### config.mk
export PLATFORM = sky130hd
export DESIGN_NAME = bp_ctrl
export DESIGN_NICKNAME = d
export VERILOG_FILES = /design/src/rtl/bp_pkg.sv /design/src/rtl/bp_route.sv /design/src/rtl/bp_bank.sv /design/src/rtl/bp_ctrl.sv
export SDC_FILE = /design/constraint.sdc
export NUM_CORES = 1
export LEC_CHECK = 0
export ABC_CLOCK_PERIOD_IN_PS = 1600
export BUFFER_PORTS_ARGS = -buffer_cell sky130_fd_sc_hd__clkbuf_2
export CAP_MARGIN = 20
export CORE_MARGIN = 3
export CORE_UTILIZATION = 34
export DETAILED_ROUTE_END_ITERATION = 8
export PLACE_DENSITY_LB_ADDON = 0.05
export SLEW_MARGIN = 15
export SYNTH_ARGS = -nofsm -noshare
export SYNTH_HDL_FRONTEND = slang
export SYNTH_SLANG_ARGS = --single-unit
### constraint.sdc
create_clock -name clk -period 1.6 [get_ports clk]
set_input_delay 0.16 -clock clk [delete_from_list [all_inputs] [get_ports clk]]
set_output_delay 0.16 -clock clk [all_outputs]
set_load 0.02 [all_outputs]
### src/rtl/bp_pkg.sv
package bp_pkg;

    typedef enum logic [1:0] {
        RC_OK    = 2'd0,
        RC_VIRT  = 2'd1,
        RC_TRAP  = 2'd2,
        RC_UNDEF = 2'd3
    } rsp_code_e;

    typedef enum logic {
        ST_INIT = 1'b0,
        ST_RUN  = 1'b1
    } ctl_state_e;

    typedef struct packed {
        rsp_code_e  code;
        logic [1:0] tgt;
        logic       sel_ns;
        logic       use_g0;
    } route_t;

endpackage

### src/rtl/bp_route.sv
module bp_route
    import bp_pkg::*;
#(
    parameter bit HAS_L3 = 1'b1
) (
    input  logic [1:0] lvl,
    input  logic       ns,
    input  logic       en1,
    input  logic       en2,
    input  logic       en3,
    input  logic       l2_on,
    input  logic       hyp_irq,
    input  logic       top_irq,
    input  logic       trap_all,
    input  logic       common_l3,
    input  logic       common_l1,
    output route_t     rt
);

    logic top_trap;
    logic common;
    logic bank_ns;

    always_comb begin
        top_trap = HAS_L3 && top_irq;
        common   = HAS_L3 ? common_l3 : common_l1;
        bank_ns  = HAS_L3 ? ns : 1'b1;
        rt        = '0;
        rt.code   = RC_OK;
        rt.sel_ns = bank_ns;
        unique case (lvl)
            2'd0: rt.code = RC_UNDEF;
            2'd1: begin
                if (!en1) begin
                    rt.code = RC_TRAP; rt.tgt = 2'd1;
                end else if (l2_on && trap_all) begin
                    rt.code = RC_TRAP; rt.tgt = 2'd2;
                end else if (l2_on && hyp_irq) begin
                    rt.code = RC_VIRT;
                end else if (top_trap) begin
                    rt.code = RC_TRAP; rt.tgt = 2'd3;
                end else begin
                    rt.use_g0 = bank_ns && common;
                end
            end
            2'd2: begin
                if (!en2) begin
                    rt.code = RC_TRAP; rt.tgt = 2'd2;
                end else if (top_trap) begin
                    rt.code = RC_TRAP; rt.tgt = 2'd3;
                end else begin
                    rt.use_g0 = bank_ns && common;
                end
            end
            default: begin
                if (!HAS_L3) begin
                    rt.code = RC_UNDEF;
                end else if (!en3) begin
                    rt.code = RC_TRAP; rt.tgt = 2'd3;
                end
            end
        endcase
    end

endmodule

### src/rtl/bp_bank.sv
module bp_bank #(
    parameter int BPW    = 3,
    parameter int G0_MIN = 2,
    parameter bit HAS_L3 = 1'b1
) (
    input  logic           clk,
    input  logic           rst_n,
    input  logic           wr_en,
    input  logic           wr_ns,
    input  logic [BPW-1:0] wr_val,
    output logic [BPW-1:0] val_s,
    output logic [BPW-1:0] val_ns
);

    localparam int MAXV     = (1 << BPW) - 1;
    localparam int MIN_NS_I = (G0_MIN + 1 > MAXV) ? MAXV : G0_MIN + 1;
    localparam logic [BPW-1:0] MIN_S  = G0_MIN[BPW-1:0];
    localparam logic [BPW-1:0] MIN_NS = MIN_NS_I[BPW-1:0];

    logic [BPW-1:0] clamp_s;
    logic [BPW-1:0] clamp_ns;

    assign clamp_s  = (wr_val < MIN_S)  ? MIN_S  : wr_val;
    assign clamp_ns = (wr_val < MIN_NS) ? MIN_NS : wr_val;

    generate
        if (HAS_L3) begin : g_banked
            logic [BPW-1:0] cp_s;
            logic [BPW-1:0] cp_ns;
            always_ff @(posedge clk or negedge rst_n) begin
                if (!rst_n) begin
                    cp_s  <= MIN_S;
                    cp_ns <= MIN_NS;
                end else if (wr_en) begin
                    if (wr_ns) cp_ns <= clamp_ns;
                    else       cp_s  <= clamp_s;
                end
            end
            assign val_s  = cp_s;
            assign val_ns = cp_ns;
        end else begin : g_single
            logic [BPW-1:0] cp;
            always_ff @(posedge clk or negedge rst_n) begin
                if (!rst_n)     cp <= MIN_NS;
                else if (wr_en) cp <= wr_ns ? clamp_ns : clamp_ns;
            end
            assign val_s  = cp;
            assign val_ns = cp;
        end
    endgenerate

    // non-secure copy never below its floor
    p_floor_ns_r3: assert property (@(posedge clk) disable iff (!rst_n)
        val_ns >= MIN_NS);

    // secure copy never below its floor
    p_floor_s_r4: assert property (@(posedge clk) disable iff (!rst_n)
        val_s >= MIN_S);

    // no write enable, no change
    p_hold_r10: assert property (@(posedge clk) disable iff (!rst_n)
        !wr_en |=> ($stable(val_s) && $stable(val_ns)));

endmodule

### src/rtl/bp_ctrl.sv
module bp_ctrl
    import bp_pkg::*;
#(
    parameter int DW     = 64,
    parameter int BPW    = 3,
    parameter int G0_MIN = 2,
    parameter bit HAS_L3 = 1'b1
) (
    input  logic          clk,
    input  logic          rst_n,
    input  logic          req_rd,
    input  logic          req_wr,
    input  logic [1:0]    req_lvl,
    input  logic [DW-1:0] req_wdata,
    input  logic          sec_ns,
    input  logic          if_en_l1,
    input  logic          if_en_l2,
    input  logic          if_en_l3,
    input  logic          l2_on,
    input  logic          hyp_irq,
    input  logic          top_irq,
    input  logic          trap_all,
    input  logic          common_ns_l3,
    input  logic          common_l1,
    input  logic [BPW-1:0] grp0_bp,
    output logic          ready,
    output logic          rsp_vld,
    output logic [1:0]    rsp_code,
    output logic [1:0]    rsp_lvl,
    output logic [DW-1:0] rsp_rdata
);

    ctl_state_e     state_q;
    ctl_state_e     state_d;
    route_t         rt;
    logic           acc;
    logic           wr_en;
    logic [BPW-1:0] val_s;
    logic [BPW-1:0] val_ns;
    logic [BPW:0]   g0_inc;
    logic [BPW-1:0] g0_sat;
    logic [BPW-1:0] rd_val;
    rsp_code_e      code_q;
    logic [1:0]     lvl_q;
    logic           vld_q;
    logic [DW-1:0]  rdata_q;

    bp_route #(.HAS_L3(HAS_L3)) u_route (
        .lvl(req_lvl), .ns(sec_ns),
        .en1(if_en_l1), .en2(if_en_l2), .en3(if_en_l3),
        .l2_on(l2_on), .hyp_irq(hyp_irq), .top_irq(top_irq),
        .trap_all(trap_all), .common_l3(common_ns_l3),
        .common_l1(common_l1), .rt(rt)
    );

    bp_bank #(.BPW(BPW), .G0_MIN(G0_MIN), .HAS_L3(HAS_L3)) u_bank (
        .clk(clk), .rst_n(rst_n), .wr_en(wr_en), .wr_ns(rt.sel_ns),
        .wr_val(req_wdata[BPW-1:0]), .val_s(val_s), .val_ns(val_ns)
    );

    // controller: state register
    always_ff @(posedge clk or negedge rst_n) begin
        if (!rst_n) state_q <= ST_INIT;
        else        state_q <= state_d;
    end

    always_comb begin
        state_d = state_q;
        unique case (state_q)
            ST_INIT: state_d = ST_RUN;   // init_done
            ST_RUN:  state_d = ST_RUN;
            default: state_d = ST_INIT;
        endcase
    end

    assign ready = (state_q == ST_RUN);
    assign acc   = ready && (req_rd || req_wr);
    assign wr_en = acc && req_wr && (rt.code == RC_OK) && !rt.use_g0;

    assign g0_inc = {1'b0, grp0_bp} + 1'b1;
    assign g0_sat = g0_inc[BPW] ? {BPW{1'b1}} : g0_inc[BPW-1:0];
    assign rd_val = rt.use_g0 ? g0_sat : (rt.sel_ns ? val_ns : val_s);

    // controller: response outputs
    always_ff @(posedge clk or negedge rst_n) begin
        if (!rst_n) begin
            vld_q   <= 1'b0;
            code_q  <= RC_OK;
            lvl_q   <= 2'd0;
            rdata_q <= '0;
        end else begin
            vld_q   <= acc;
            code_q  <= acc ? rt.code : RC_OK;
            lvl_q   <= (acc && rt.code == RC_TRAP) ? rt.tgt : 2'd0;
            rdata_q <= (acc && !req_wr && rt.code == RC_OK)
                       ? {{(DW-BPW){1'b0}}, rd_val} : '0;
        end
    end

    assign rsp_vld   = vld_q;
    assign rsp_code  = code_q;
    assign rsp_lvl   = lvl_q;
    assign rsp_rdata = rdata_q;

    // a response follows exactly the accepted requests
    p_rsp_follow_r11: assert property (@(posedge clk) disable iff (!rst_n)
        acc |=> rsp_vld);
    p_rsp_quiet_r11: assert property (@(posedge clk) disable iff (!rst_n)
        !acc |=> !rsp_vld);

    // level 0 is undefined
    p_lvl0_undef_r5: assert property (@(posedge clk) disable iff (!rst_n)
        (acc && req_lvl == 2'd0) |=> (rsp_code == 2'd3));

    // trap responses name a level
    p_trap_lvl_r11: assert property (@(posedge clk) disable iff (!rst_n)
        (rsp_vld && rsp_code == 2'd2) |-> (rsp_lvl != 2'd0));

    // upper read bits are zero
    p_upper_zero_r2: assert property (@(posedge clk) disable iff (!rst_n)
        rsp_rdata[DW-1:BPW] == '0);

endmodule

==> impl_metrics.xml, run 1 <==
<?xml version="1.0" encoding="UTF-8"?>
<metrics>
  <group name="synth">
    <metric name="syn_inst_count" unit="">150</metric>
    <metric name="synth_warnings" unit="">0</metric>
    <metric name="postSynthRegisterBits" unit="">15</metric>
    <metric name="mappedNetlistArea" unit="um^2">1380</metric>
    <metric name="yosysSeqAreaShare" unit="%">27.6</metric>
    <metric name="synth.avg_cell_area" unit="um^2">9.17</metric>
    <metric name="yosys.cell_types.count" unit="">35</metric>
  </group>
  <group name="cts">
    <metric name="cts.htree.levels" unit="">1</metric>
    <metric name="cts_bufs_inserted" unit="">3</metric>
    <metric name="buffers_inserted_during_post_cts_setup_optimization" unit="">0</metric>
    <metric name="cts.sink_count" unit="">15</metric>
    <metric name="skew_pair_late_insertion_delay" unit="ps">240</metric>
    <metric name="clkTransAtPathRegs" unit="ps">60</metric>
    <metric name="ctsRootBufferMaster" unit="">sky130_fd_sc_hd__clkbuf_8</metric>
    <metric name="longest_clk_path_bufs" unit="">2</metric>
    <metric name="clock_tree_from_tritoncts" unit="">built</metric>
  </group>
  <group name="placement">
    <metric name="pre_cts_ws" unit="ps">-151</metric>
    <metric name="routabilityCongestion" unit="">0.740</metric>
    <metric name="quantity_of_i_o_buffers_inserted_on_ports" unit="">29</metric>
    <metric name="hpwlAfterDp" unit="um">2110</metric>
  </group>
  <group name="worst_setup_path">
    <metric name="timing_worst_setup_path_type" unit="">input port to flip-flop</metric>
    <metric name="buf_inv_on_cp" unit="">2</metric>
    <metric name="critical-path-top-delay-family" unit="">compound AO/OA/AOI/OAI gates</metric>
    <metric name="worst_ep_arrival_time" unit="ps">1600</metric>
    <metric name="critPathMaxStageDelay" unit="ps">340</metric>
    <metric name="critical_path.cell_chain" unit="">clkbuf_2 &gt; inv_1 &gt; ha_1 &gt; nor2_4 &gt; o31ai_4 &gt; o31ai_4 &gt; nand4b_4 &gt; mux2_4</metric>
    <metric name="crit_path_max_fanout" unit="">3</metric>
    <metric name="critical_path.most_common_cell" unit="">sky130_fd_sc_hd__o31ai_4</metric>
    <metric name="critPathLaunchType" unit="">input port</metric>
    <metric name="required" unit="ps">1730</metric>
    <metric name="timing.critical_path.to_type" unit="">flip-flop</metric>
    <metric name="worst_path_max_delay_cell" unit="">sky130_fd_sc_hd__o31ai_4</metric>
  </group>
  <group name="die">
    <metric name="floorplan.die_area" unit="um^2">4840</metric>
    <metric name="chipHeight" unit="um">69.6</metric>
    <metric name="rows" unit="">22</metric>
    <metric name="initial_utilization" unit="%">36.5</metric>
    <metric name="io_pins" unit="">153</metric>
    <metric name="die_w" unit="um">69.6</metric>
    <metric name="design.core.area" unit="um^2">3770</metric>
  </group>
  <group name="global_routing">
    <metric name="groute.usage.overall" unit="%">9.37</metric>
    <metric name="grt_max_degree" unit="">16</metric>
    <metric name="grt_pass1_vias" unit="">846</metric>
    <metric name="grt_antenna_before_repair" unit="">0</metric>
    <metric name="grt_overflow" unit="">0</metric>
    <metric name="grt_pass1_wl" unit="um">3710</metric>
  </group>
  <group name="timing">
    <metric name="fin_crit" unit="ps">1470</metric>
    <metric name="fin_skew" unit="ps">0.529</metric>
    <metric name="fin_crit_sh" unit="%">91.9</metric>
    <metric name="maxClockFrequency" unit="GHz">0.680</metric>
    <metric name="timing.final.max_slew_violations" unit="">0</metric>
    <metric name="post-route-worst-setup-slack" unit="ps">130</metric>
    <metric name="rsz0062_at_grt" unit="">no</metric>
    <metric name="finalSetupViolations" unit="">0</metric>
    <metric name="timing.final.hold_violations" unit="">0</metric>
  </group>
  <group name="detailed_routing">
    <metric name="drt-wirelength-per-cell" unit="um">10.0</metric>
    <metric name="antenna_left" unit="">0</metric>
    <metric name="postRouteWirelength" unit="um">2370</metric>
    <metric name="detail_route.drc_violations" unit="">0</metric>
    <metric name="post_drt_via_cell_ratio" unit="">3.90</metric>
    <metric name="firstDrtPassIters" unit="">4</metric>
    <metric name="via_count" unit="">925</metric>
    <metric name="first_iter_violations" unit="">19</metric>
  </group>
  <group name="pwr">
    <metric name="leakage" unit="nW">0.812</metric>
    <metric name="power.density_cell_area" unit="nW/um^2">784</metric>
    <metric name="worst_ir_drop_vdd" unit="uV">200</metric>
  </group>
  <group name="finish">
    <metric name="final_util" unit="%">39.0</metric>
    <metric name="num_antenna_cells" unit="">0</metric>
    <metric name="num-nets-final" unit="">278</metric>
    <metric name="synthToLayoutAreaGrowth" unit="%">7.01</metric>
    <metric name="drive_above_1_share" unit="%">27.5</metric>
  </group>
  <group name="worst_hold_path">
    <metric name="hp-class" unit="">input port to flip-flop</metric>
  </group>
  <group name="run_status">
    <metric name="outcome" unit="">finished clean</metric>
  </group>
  <group name="run">
    <metric name="max_cap_violations" unit="">0</metric>
  </group>
</metrics>
==> what timing repair did <==
item,4_1_cts,5_1_grt
gates resized for setup,0,3
setup endpoints to repair,0,2
hold buffers,1,0
hold endpoints to repair,12,0
==> final timing paths <==
path,startpoint,end,slack (ps),depth (start not counted)
hold / removal,grp0_bp[0],rsp_rdata[0],170,2
setup reg to reg,ready,u_bank.val_ns[2],320,4
hold reg to reg,u_bank.val_ns[2],u_bank.val_ns[2],500,1
setup / recovery,req_lvl[0],u_bank.val_s[2],130,8
min in group asynchronous,rst_n,rsp_rdata[2],360,2
max in group asynchronous,rst_n,u_bank.val_ns[1],930,2
==> power by group <==
group          internal [mW]  switching (mW)  total (mW)
registers              0.448          0.0241       0.473
clock network          0.176           0.127       0.303
logic                  0.125           0.253       0.378
==> cell usage after synthesis, drive strengths merged <==
master    n  area share (%)
a311oi    1            0.64
a211oi    5             2.7
clkbuf    2            0.55
dfrtp    12              22
nand2b    2            0.91
conb      2            0.55
and3      2            0.91
buf      61              33
o21ai     5             1.8
a21boi    1            0.55
a31oi     2             2.0
nand4b    2             2.4
a21oi     3             1.1
a2bb2oi   1            0.64
o31ai     2             2.5
nand3     2            0.73
inv       7             1.9
nor2      5             1.4
nand2     8             2.4
nor2b     2            0.91
mux2      5             4.6
mux2i     1            0.73
o21a      1            0.55
o22ai     2            0.91
ha        5             4.5
a21bo     1             1.2
dfstp     3             5.7
nor3      2            0.73
and2      3             1.4
==> routing by layer <==
metal / vias to the layer above / part of all wire, % / wire (um) / GRT usage, %
met5: - / 0 / 0 / 0
met1: 411 / 43 / 1010 / 11.5
met4: 0 / 0.93 / 22 / 3.25
met2: 57 / 45 / 1080 / 15.5
met3: 2 / 11 / 263 / 2.90
li1: 455 / - / - / -
==> metrics by stage <==
stage | hold WS (ps) | instances | setup TNS (ps) | power (mW) | cell area [um^2]
floorplan | -136 | 210 | 0 | 0.863 | 1600
global placement | 94.5 | 232 | -901 | 0.845 | 1400
detailed placement | 98.3 | 232 | -821 | 0.849 | 1400
CTS | 161 | 237 | 0 | 1.16 | 1460
global route | 154 | 237 | 0 | 1.23 | 1470
finish | 168 | 237 | 0 | 1.15 | 1470
==> cell type report <==
class	instances	area (um^2)
Clock buffer	4	45.0
Timing Repair Buffer	38	215
Inverter	7	26.3
Tap cell	48	60.1
Multi-Input combinational cell	125	746
Sequential cell	15	379
Fill cell	393	2300
==> kinds of logic (layout without fill, tap and decap cells) <==
family / Yosys count / count (layout) / share of synthesized area [%]
flops: 15 / 15 / 27.6
compound gates: 24 / 24 / 14.6
simple gates: 28 / 28 / 11.6
other cells: 2 / 62 / 0.546
fa+ha+maj: 5 / 5 / 4.55
buf+inv: 70 / 49 / 35.8
mux: 6 / 6 / 5.37
==> flip-flops by register name, indices dropped and copies added, names as in the netlist <==
name           flops
rsp_code           2
u_bank.val_s       3
ready              1
rsp_lvl            2
rsp_rdata          3
u_bank.val_ns      3
rsp_vld            1
==> placed cells by master, fill, tap and decap left out, types with 3 or more instances in the layout <==
cell type	n
sky130_fd_sc_hd__inv_1	7
sky130_fd_sc_hd__a211oi_1	5
sky130_fd_sc_hd__and2_1	3
sky130_fd_sc_hd__dfstp_2	3
sky130_fd_sc_hd__dfrtp_1	12
sky130_fd_sc_hd__o21ai_0	4
sky130_fd_sc_hd__nand2_1	7
sky130_fd_sc_hd__buf_4	8
sky130_fd_sc_hd__conb_1	62
sky130_fd_sc_hd__nor2_1	4
sky130_fd_sc_hd__clkbuf_2	29
sky130_fd_sc_hd__ha_1	5
sky130_fd_sc_hd__mux2_1	3
sky130_fd_sc_hd__a21oi_1	3
sky130_fd_sc_hd__clkbuf_8	3
Note: power is estimated with default switching activity, not from simulation.
==> inputs of run 2 (changes only) <==
--- a/config.mk
+++ b/config.mk
@@ -12,6 +12,7 @@
 export CORE_UTILIZATION = 34
 export DETAILED_ROUTE_END_ITERATION = 8
 export PLACE_DENSITY_LB_ADDON = 0.05
+export RECOVER_POWER = 25
 export SLEW_MARGIN = 15
 export SYNTH_ARGS = -nofsm -noshare
 export SYNTH_HDL_FRONTEND = slang
==> impl_metrics.xml, run 2 (synthesized netlist as in run 1, its figures left out) <==
<?xml version="1.0" encoding="UTF-8"?>
<metrics>
  <group name="timing">
    <metric name="maxClockFrequency" unit="GHz">0.680</metric>
    <metric name="headroom_to_the_max_slew_limit" unit="%">46.4</metric>
    <metric name="holdWs" unit="ps">168</metric>
    <metric name="rsz0062_at_grt" unit="">no</metric>
    <metric name="fin_skew" unit="ps">0.529</metric>
    <metric name="tightest_slew" unit="ps">804</metric>
    <metric name="timing.final.hold_violations" unit="">0</metric>
    <metric name="fin_crit" unit="ps">1470</metric>
    <metric name="fin_crit_sh" unit="%">91.9</metric>
    <metric name="timing.final.max_slew_violations" unit="">0</metric>
    <metric name="setup_tns" unit="ps">0</metric>
    <metric name="finalSetupViolations" unit="">0</metric>
  </group>
  <group name="detailed_routing">
    <metric name="post_drt_via_cell_ratio" unit="">3.90</metric>
    <metric name="firstDrtPassIters" unit="">4</metric>
    <metric name="postRouteWirelength" unit="um">2370</metric>
    <metric name="first_iter_violations" unit="">19</metric>
    <metric name="detail_route.drc_violations" unit="">0</metric>
    <metric name="drt-wirelength-per-cell" unit="um">10.0</metric>
    <metric name="via_count" unit="">925</metric>
    <metric name="antenna_left" unit="">0</metric>
  </group>
  <group name="worst_setup_path">
    <metric name="buf_inv_on_cp" unit="">2</metric>
    <metric name="critPathMaxStageDelay" unit="ps">340</metric>
    <metric name="critPathLaunchType" unit="">input port</metric>
    <metric name="critical_path.cell_chain" unit="">clkbuf_2 &gt; inv_1 &gt; ha_1 &gt; nor2_4 &gt; o31ai_4 &gt; o31ai_4 &gt; nand4b_4 &gt; mux2_4</metric>
    <metric name="critical_path.most_common_cell" unit="">sky130_fd_sc_hd__o31ai_4</metric>
    <metric name="required" unit="ps">1730</metric>
    <metric name="worst_ep_arrival_time" unit="ps">1600</metric>
    <metric name="worst_path_max_delay_cell" unit="">sky130_fd_sc_hd__o31ai_4</metric>
    <metric name="timing.critical_path.to_type" unit="">flip-flop</metric>
    <metric name="timing_worst_setup_path_type" unit="">input port to flip-flop</metric>
    <metric name="crit_path_max_fanout" unit="">3</metric>
    <metric name="critical-path-top-delay-family" unit="">compound AO/OA/AOI/OAI gates</metric>
  </group>
  <group name="placement">
    <metric name="quantity_of_i_o_buffers_inserted_on_ports" unit="">29</metric>
    <metric name="routabilityCongestion" unit="">0.740</metric>
    <metric name="dp.cells" unit="">232</metric>
    <metric name="hpwlAfterDp" unit="um">2110</metric>
    <metric name="post_dp_cell_area" unit="um^2">1400</metric>
  </group>
  <group name="cts">
    <metric name="clkTransAtPathRegs" unit="ps">60</metric>
    <metric name="skew_pair_late_insertion_delay" unit="ps">240</metric>
    <metric name="cts.htree.levels" unit="">1</metric>
    <metric name="ctsRootBufferMaster" unit="">sky130_fd_sc_hd__clkbuf_8</metric>
    <metric name="cts_bufs_inserted" unit="">3</metric>
    <metric name="longest_clk_path_bufs" unit="">2</metric>
    <metric name="cts.sink_count" unit="">15</metric>
    <metric name="clock_tree_from_tritoncts" unit="">built</metric>
  </group>
  <group name="global_routing">
    <metric name="groute.usage.overall" unit="%">9.37</metric>
    <metric name="grt_max_degree" unit="">16</metric>
    <metric name="grt_pass1_wl" unit="um">3710</metric>
    <metric name="grt_pass1_vias" unit="">846</metric>
    <metric name="grt_overflow" unit="">0</metric>
    <metric name="grt_antenna_before_repair" unit="">0</metric>
  </group>
  <group name="finish">
    <metric name="finalInstanceArea" unit="um^2">1470</metric>
    <metric name="num-nets-final" unit="">278</metric>
    <metric name="synthToLayoutAreaGrowth" unit="%">6.92</metric>
    <metric name="layout_commonest_cell" unit="">sky130_fd_sc_hd__conb_1</metric>
    <metric name="most_frequent_cells_in_the_layout" unit="">62 x sky130_fd_sc_hd__conb_1, 28 x sky130_fd_sc_hd__clkbuf_2, 12 x sky130_fd_sc_hd__dfrtp_1, 8 x sky130_fd_sc_hd__buf_4</metric>
    <metric name="stdcell_count" unit="">237</metric>
    <metric name="drive_above_1_share" unit="%">27.0</metric>
    <metric name="num_antenna_cells" unit="">0</metric>
  </group>
  <group name="die">
    <metric name="io_pins" unit="">153</metric>
    <metric name="design.core.area" unit="um^2">3770</metric>
    <metric name="rows" unit="">22</metric>
    <metric name="die_w" unit="um">69.6</metric>
    <metric name="initial_utilization" unit="%">36.5</metric>
    <metric name="chipHeight" unit="um">69.6</metric>
    <metric name="floorplan.die_area" unit="um^2">4840</metric>
  </group>
  <group name="run">
    <metric name="max_cap_violations" unit="">0</metric>
  </group>
  <group name="pwr">
    <metric name="leakage" unit="nW">0.810</metric>
    <metric name="total_power" unit="mW">1.15</metric>
    <metric name="worst_ir_drop_vdd" unit="uV">200</metric>
    <metric name="power.density_cell_area" unit="nW/um^2">784</metric>
  </group>
  <group name="run_status">
    <metric name="outcome" unit="">finished clean</metric>
  </group>
  <group name="worst_hold_path">
    <metric name="hp-class" unit="">input port to flip-flop</metric>
  </group>
</metrics>
[run 2: path summary, 6_finish.rpt]
check / from / endpoint / slack [ps] / cells past startpoint
min: grp0_bp[0] / rsp_rdata[0] / 170 / 2
min reg2reg: u_bank.val_ns[2] / u_bank.val_ns[2] / 500 / 1
max in group asynchronous: rst_n / u_bank.val_s[2] / 580 / 2
max: req_lvl[0] / u_bank.val_s[2] / 130 / 8
max reg2reg: ready / u_bank.val_ns[2] / 320 / 4
min in group asynchronous: rst_n / rsp_rdata[2] / 520 / 2
[run 2: cell type report]
type | instances | area (um^2)
repair buffers | 38 | 214
fillers | 394 | 2300
multi-input cells | 125 | 746
well taps | 48 | 60.1
inverters | 7 | 26.3
flip-flops and latches | 15 | 379
clock buffers | 4 | 45.0
[run 2: what timing repair did]
item | CTS | global route
hold endpoints to repair | 12 | 0
buffers inserted | 0 | 0
gates resized for setup | 0 | 3
hold buffers | 1 | 0
endpoints found under the setup margin | 0 | 2
[run 2: through the flow]
step	utilization [%]	setup slack [ps]
floorplan	-	88.6
global placement	37.1	-163
detailed placement	37.1	-151
CTS	38.6	108
global route	39.0	24.2
finish	39.0	130
[run 2: layer usage]
layer | vias up | part of all wire (%) | global-route usage [%]
li1 | 455 | - | -
met1 | 411 | 43 | 11.5
met2 | 57 | 45 | 15.5
met3 | 2 | 11 | 2.90
met4 | 0 | 0.93 | 3.25
met5 | - | 0 | 0
[run 2: power breakdown]
group / leakage (nW) / internal, mW / switching (mW)
Clock: 0.0228 / 0.176 / 0.127
Sequential: 0.187 / 0.448 / 0.0241
Combinational: 0.599 / 0.125 / 0.253
Total: 0.810 / 0.749 / 0.403
==> inputs of run 3 (changes only) <==
--- a/config.mk
+++ b/config.mk
@@ -8,10 +8,9 @@
 export ABC_CLOCK_PERIOD_IN_PS = 1600
 export BUFFER_PORTS_ARGS = -buffer_cell sky130_fd_sc_hd__clkbuf_2
 export CAP_MARGIN = 20
-export CORE_MARGIN = 3
 export CORE_UTILIZATION = 34
 export DETAILED_ROUTE_END_ITERATION = 8
-export PLACE_DENSITY_LB_ADDON = 0.05
+export PLACE_DENSITY = 0.86
 export RECOVER_POWER = 25
 export SLEW_MARGIN = 15
 export SYNTH_ARGS = -nofsm -noshare
==> constraint.sdc (replaced) <==
create_clock -name clk -period 1.6 [get_ports clk]
set_input_delay 0.16 -clock clk [delete_from_list [all_inputs] [get_ports clk]]
set_output_delay 0.16 -clock clk [all_outputs]
set_load 0.01 [all_outputs]
==> impl_metrics.xml, run 3 (synthesized netlist as in run 1, its figures left out) <==
<?xml version="1.0" encoding="UTF-8"?>
<metrics>
  <group name="timing">
    <metric name="timing.final.hold_violations" unit="">0</metric>
    <metric name="tightest_slew" unit="ps">758</metric>
    <metric name="fin_crit" unit="ps">1480</metric>
    <metric name="finalSetupViolations" unit="">0</metric>
    <metric name="timing.final.max_slew_violations" unit="">0</metric>
    <metric name="fin_skew" unit="ps">1.57</metric>
    <metric name="setup_tns" unit="ps">0</metric>
    <metric name="fin_crit_sh" unit="%">92.7</metric>
    <metric name="rsz0062_at_grt" unit="">no</metric>
    <metric name="maxClockFrequency" unit="GHz">0.674</metric>
    <metric name="headroom_to_the_max_slew_limit" unit="%">49.5</metric>
  </group>
  <group name="die">
    <metric name="chipHeight" unit="um">65.6</metric>
    <metric name="io_pins" unit="">153</metric>
    <metric name="design.core.area" unit="um^2">3770</metric>
    <metric name="rows" unit="">22</metric>
    <metric name="die_w" unit="um">65.6</metric>
    <metric name="initial_utilization" unit="%">36.5</metric>
    <metric name="floorplan.die_area" unit="um^2">4300</metric>
  </group>
  <group name="cts">
    <metric name="cts.sink_count" unit="">15</metric>
    <metric name="longest_clk_path_bufs" unit="">2</metric>
    <metric name="cts.htree.levels" unit="">1</metric>
    <metric name="cts_bufs_inserted" unit="">3</metric>
    <metric name="ctsRootBufferMaster" unit="">sky130_fd_sc_hd__clkbuf_8</metric>
    <metric name="clkTransAtPathRegs" unit="ps">50</metric>
    <metric name="clock_tree_from_tritoncts" unit="">built</metric>
    <metric name="buffers_inserted_during_post_cts_setup_optimization" unit="">0</metric>
    <metric name="skew_pair_late_insertion_delay" unit="ps">250</metric>
  </group>
  <group name="detailed_routing">
    <metric name="postRouteWirelength" unit="um">2010</metric>
    <metric name="post_drt_via_cell_ratio" unit="">4.02</metric>
    <metric name="via_count" unit="">945</metric>
    <metric name="firstDrtPassIters" unit="">4</metric>
    <metric name="antenna_left" unit="">0</metric>
    <metric name="detail_route.drc_violations" unit="">0</metric>
    <metric name="first_iter_violations" unit="">38</metric>
    <metric name="drt-wirelength-per-cell" unit="um">8.57</metric>
  </group>
  <group name="placement">
    <metric name="hpwlAfterDp" unit="um">1740</metric>
    <metric name="quantity_of_i_o_buffers_inserted_on_ports" unit="">29</metric>
    <metric name="post_dp_cell_area" unit="um^2">1390</metric>
    <metric name="routabilityCongestion" unit="">0.785</metric>
  </group>
  <group name="worst_hold_path">
    <metric name="hp-class" unit="">input port to flip-flop</metric>
  </group>
  <group name="worst_setup_path">
    <metric name="crit_path_max_fanout" unit="">3</metric>
    <metric name="critical_path.cell_chain" unit="">clkbuf_2 &gt; inv_1 &gt; ha_1 &gt; nor2_2 &gt; o31ai_2 &gt; o31ai_4 &gt; nand4b_4 &gt; mux2_4</metric>
    <metric name="timing_worst_setup_path_type" unit="">input port to flip-flop</metric>
    <metric name="required" unit="ps">1730</metric>
    <metric name="worst_path_max_delay_cell" unit="">sky130_fd_sc_hd__o31ai_4</metric>
    <metric name="timing.critical_path.to_type" unit="">flip-flop</metric>
    <metric name="critPathMaxStageDelay" unit="ps">350</metric>
    <metric name="worst_ep_arrival_time" unit="ps">1610</metric>
    <metric name="critPathLaunchType" unit="">input port</metric>
  </group>
  <group name="pwr">
    <metric name="leakage" unit="nW">0.797</metric>
    <metric name="power.density_cell_area" unit="nW/um^2">739</metric>
    <metric name="worst_ir_drop_vdd" unit="uV">219</metric>
  </group>
  <group name="global_routing">
    <metric name="groute.usage.overall" unit="%">9.66</metric>
    <metric name="grt_antenna_before_repair" unit="">0</metric>
    <metric name="grt_pass1_vias" unit="">755</metric>
    <metric name="grt_max_degree" unit="">16</metric>
    <metric name="grt_pass1_wl" unit="um">3040</metric>
    <metric name="grt_overflow" unit="">0</metric>
  </group>
  <group name="finish">
    <metric name="final-seq-area" unit="um^2">379</metric>
    <metric name="multiInputGateArea" unit="um^2">732</metric>
    <metric name="synthToLayoutAreaGrowth" unit="%">4.82</metric>
    <metric name="drive_above_1_share" unit="%">26.2</metric>
    <metric name="num_antenna_cells" unit="">0</metric>
    <metric name="finalInstanceArea" unit="um^2">1440</metric>
    <metric name="most_frequent_cells_in_the_layout" unit="">62 x sky130_fd_sc_hd__conb_1, 28 x sky130_fd_sc_hd__clkbuf_2, 12 x sky130_fd_sc_hd__dfrtp_1, 7 x sky130_fd_sc_hd__inv_1, 7 x sky130_fd_sc_hd__nand2_1</metric>
    <metric name="num-nets-final" unit="">276</metric>
    <metric name="layout_commonest_cell" unit="">sky130_fd_sc_hd__conb_1</metric>
    <metric name="fillerInstances" unit="">397</metric>
  </group>
  <group name="run_status">
    <metric name="outcome" unit="">finished clean</metric>
  </group>
  <group name="run">
    <metric name="max_cap_violations" unit="">0</metric>
  </group>
</metrics>
## run 3: path summary, 6_finish.rpt
path	from	endpoint	slack (ps)	cells past startpoint
setup reg to reg	ready	u_bank.val_ns[2]	340	4
min in group asynchronous	rst_n	rsp_lvl[1]	510	2
max in group asynchronous	rst_n	rsp_rdata[0]	620	2
hold / removal	req_wdata[0]	u_bank.val_s[0]	160	3
hold reg to reg	u_bank.val_ns[2]	u_bank.val_ns[2]	490	1
setup / recovery	req_lvl[0]	u_bank.val_s[2]	120	8
## run 3: layout make-up
type / instances / share of cell area (%)
multi-input combinational: 125 / 50.8
sequential: 15 / 26.3
timing repair buffer: 36 / 13.8
tap: 48 / 4.17
clock buffer: 4 / 3.13
inverter: 7 / 1.82
## run 3: power breakdown
group	leakage [nW]	switching, mW	internal [mW]	total [mW]
registers	0.187	0.0228	0.449	0.471
logic	0.587	0.176	0.120	0.296
clock network	0.0228	0.122	0.176	0.298
## run 3: repair_timing
action                                  CTS  global route
hold buffers                              1             0
gates resized for setup                   0             1
hold endpoints to repair                 12             0
endpoints found under the setup margin    0             1
## run 3: stage by stage
| stage | util, % | hold slack [ps] | power [mW] | std cells | worst slack, ps |
|---|---|---|---|---|---|
| floorplan | - | -136 | 0.790 | 210 | 88.6 |
| global placement | 36.7 | 77.4 | 0.760 | 230 | -118 |
| detailed placement | 36.7 | 84.7 | 0.770 | 230 | -144 |
| CTS | 38.2 | 164 | 1.07 | 235 | 115 |
| global route | 38.2 | 173 | 1.13 | 235 | 5.61 |
| finish | 38.2 | 164 | 1.07 | 235 | 117 |
## run 3: worst max-delay path, delay by kind of cell
kind                       cells  cell delay [ps]
AOI/OAI and AO/OA              2              460
muxes                          1              320
and+or+nand+nor                2              290
adders and majority gates      1              220
buffers and inverters          2              170
## run 3: metal layers
metal,track usage [%],vias up,part of all wire (%)
met1,8.82,415,34
li1,-,449,-
met4,9.78,0,3.5
met2,17.9,77,51
met3,1.04,4,11
met5,0,-,0
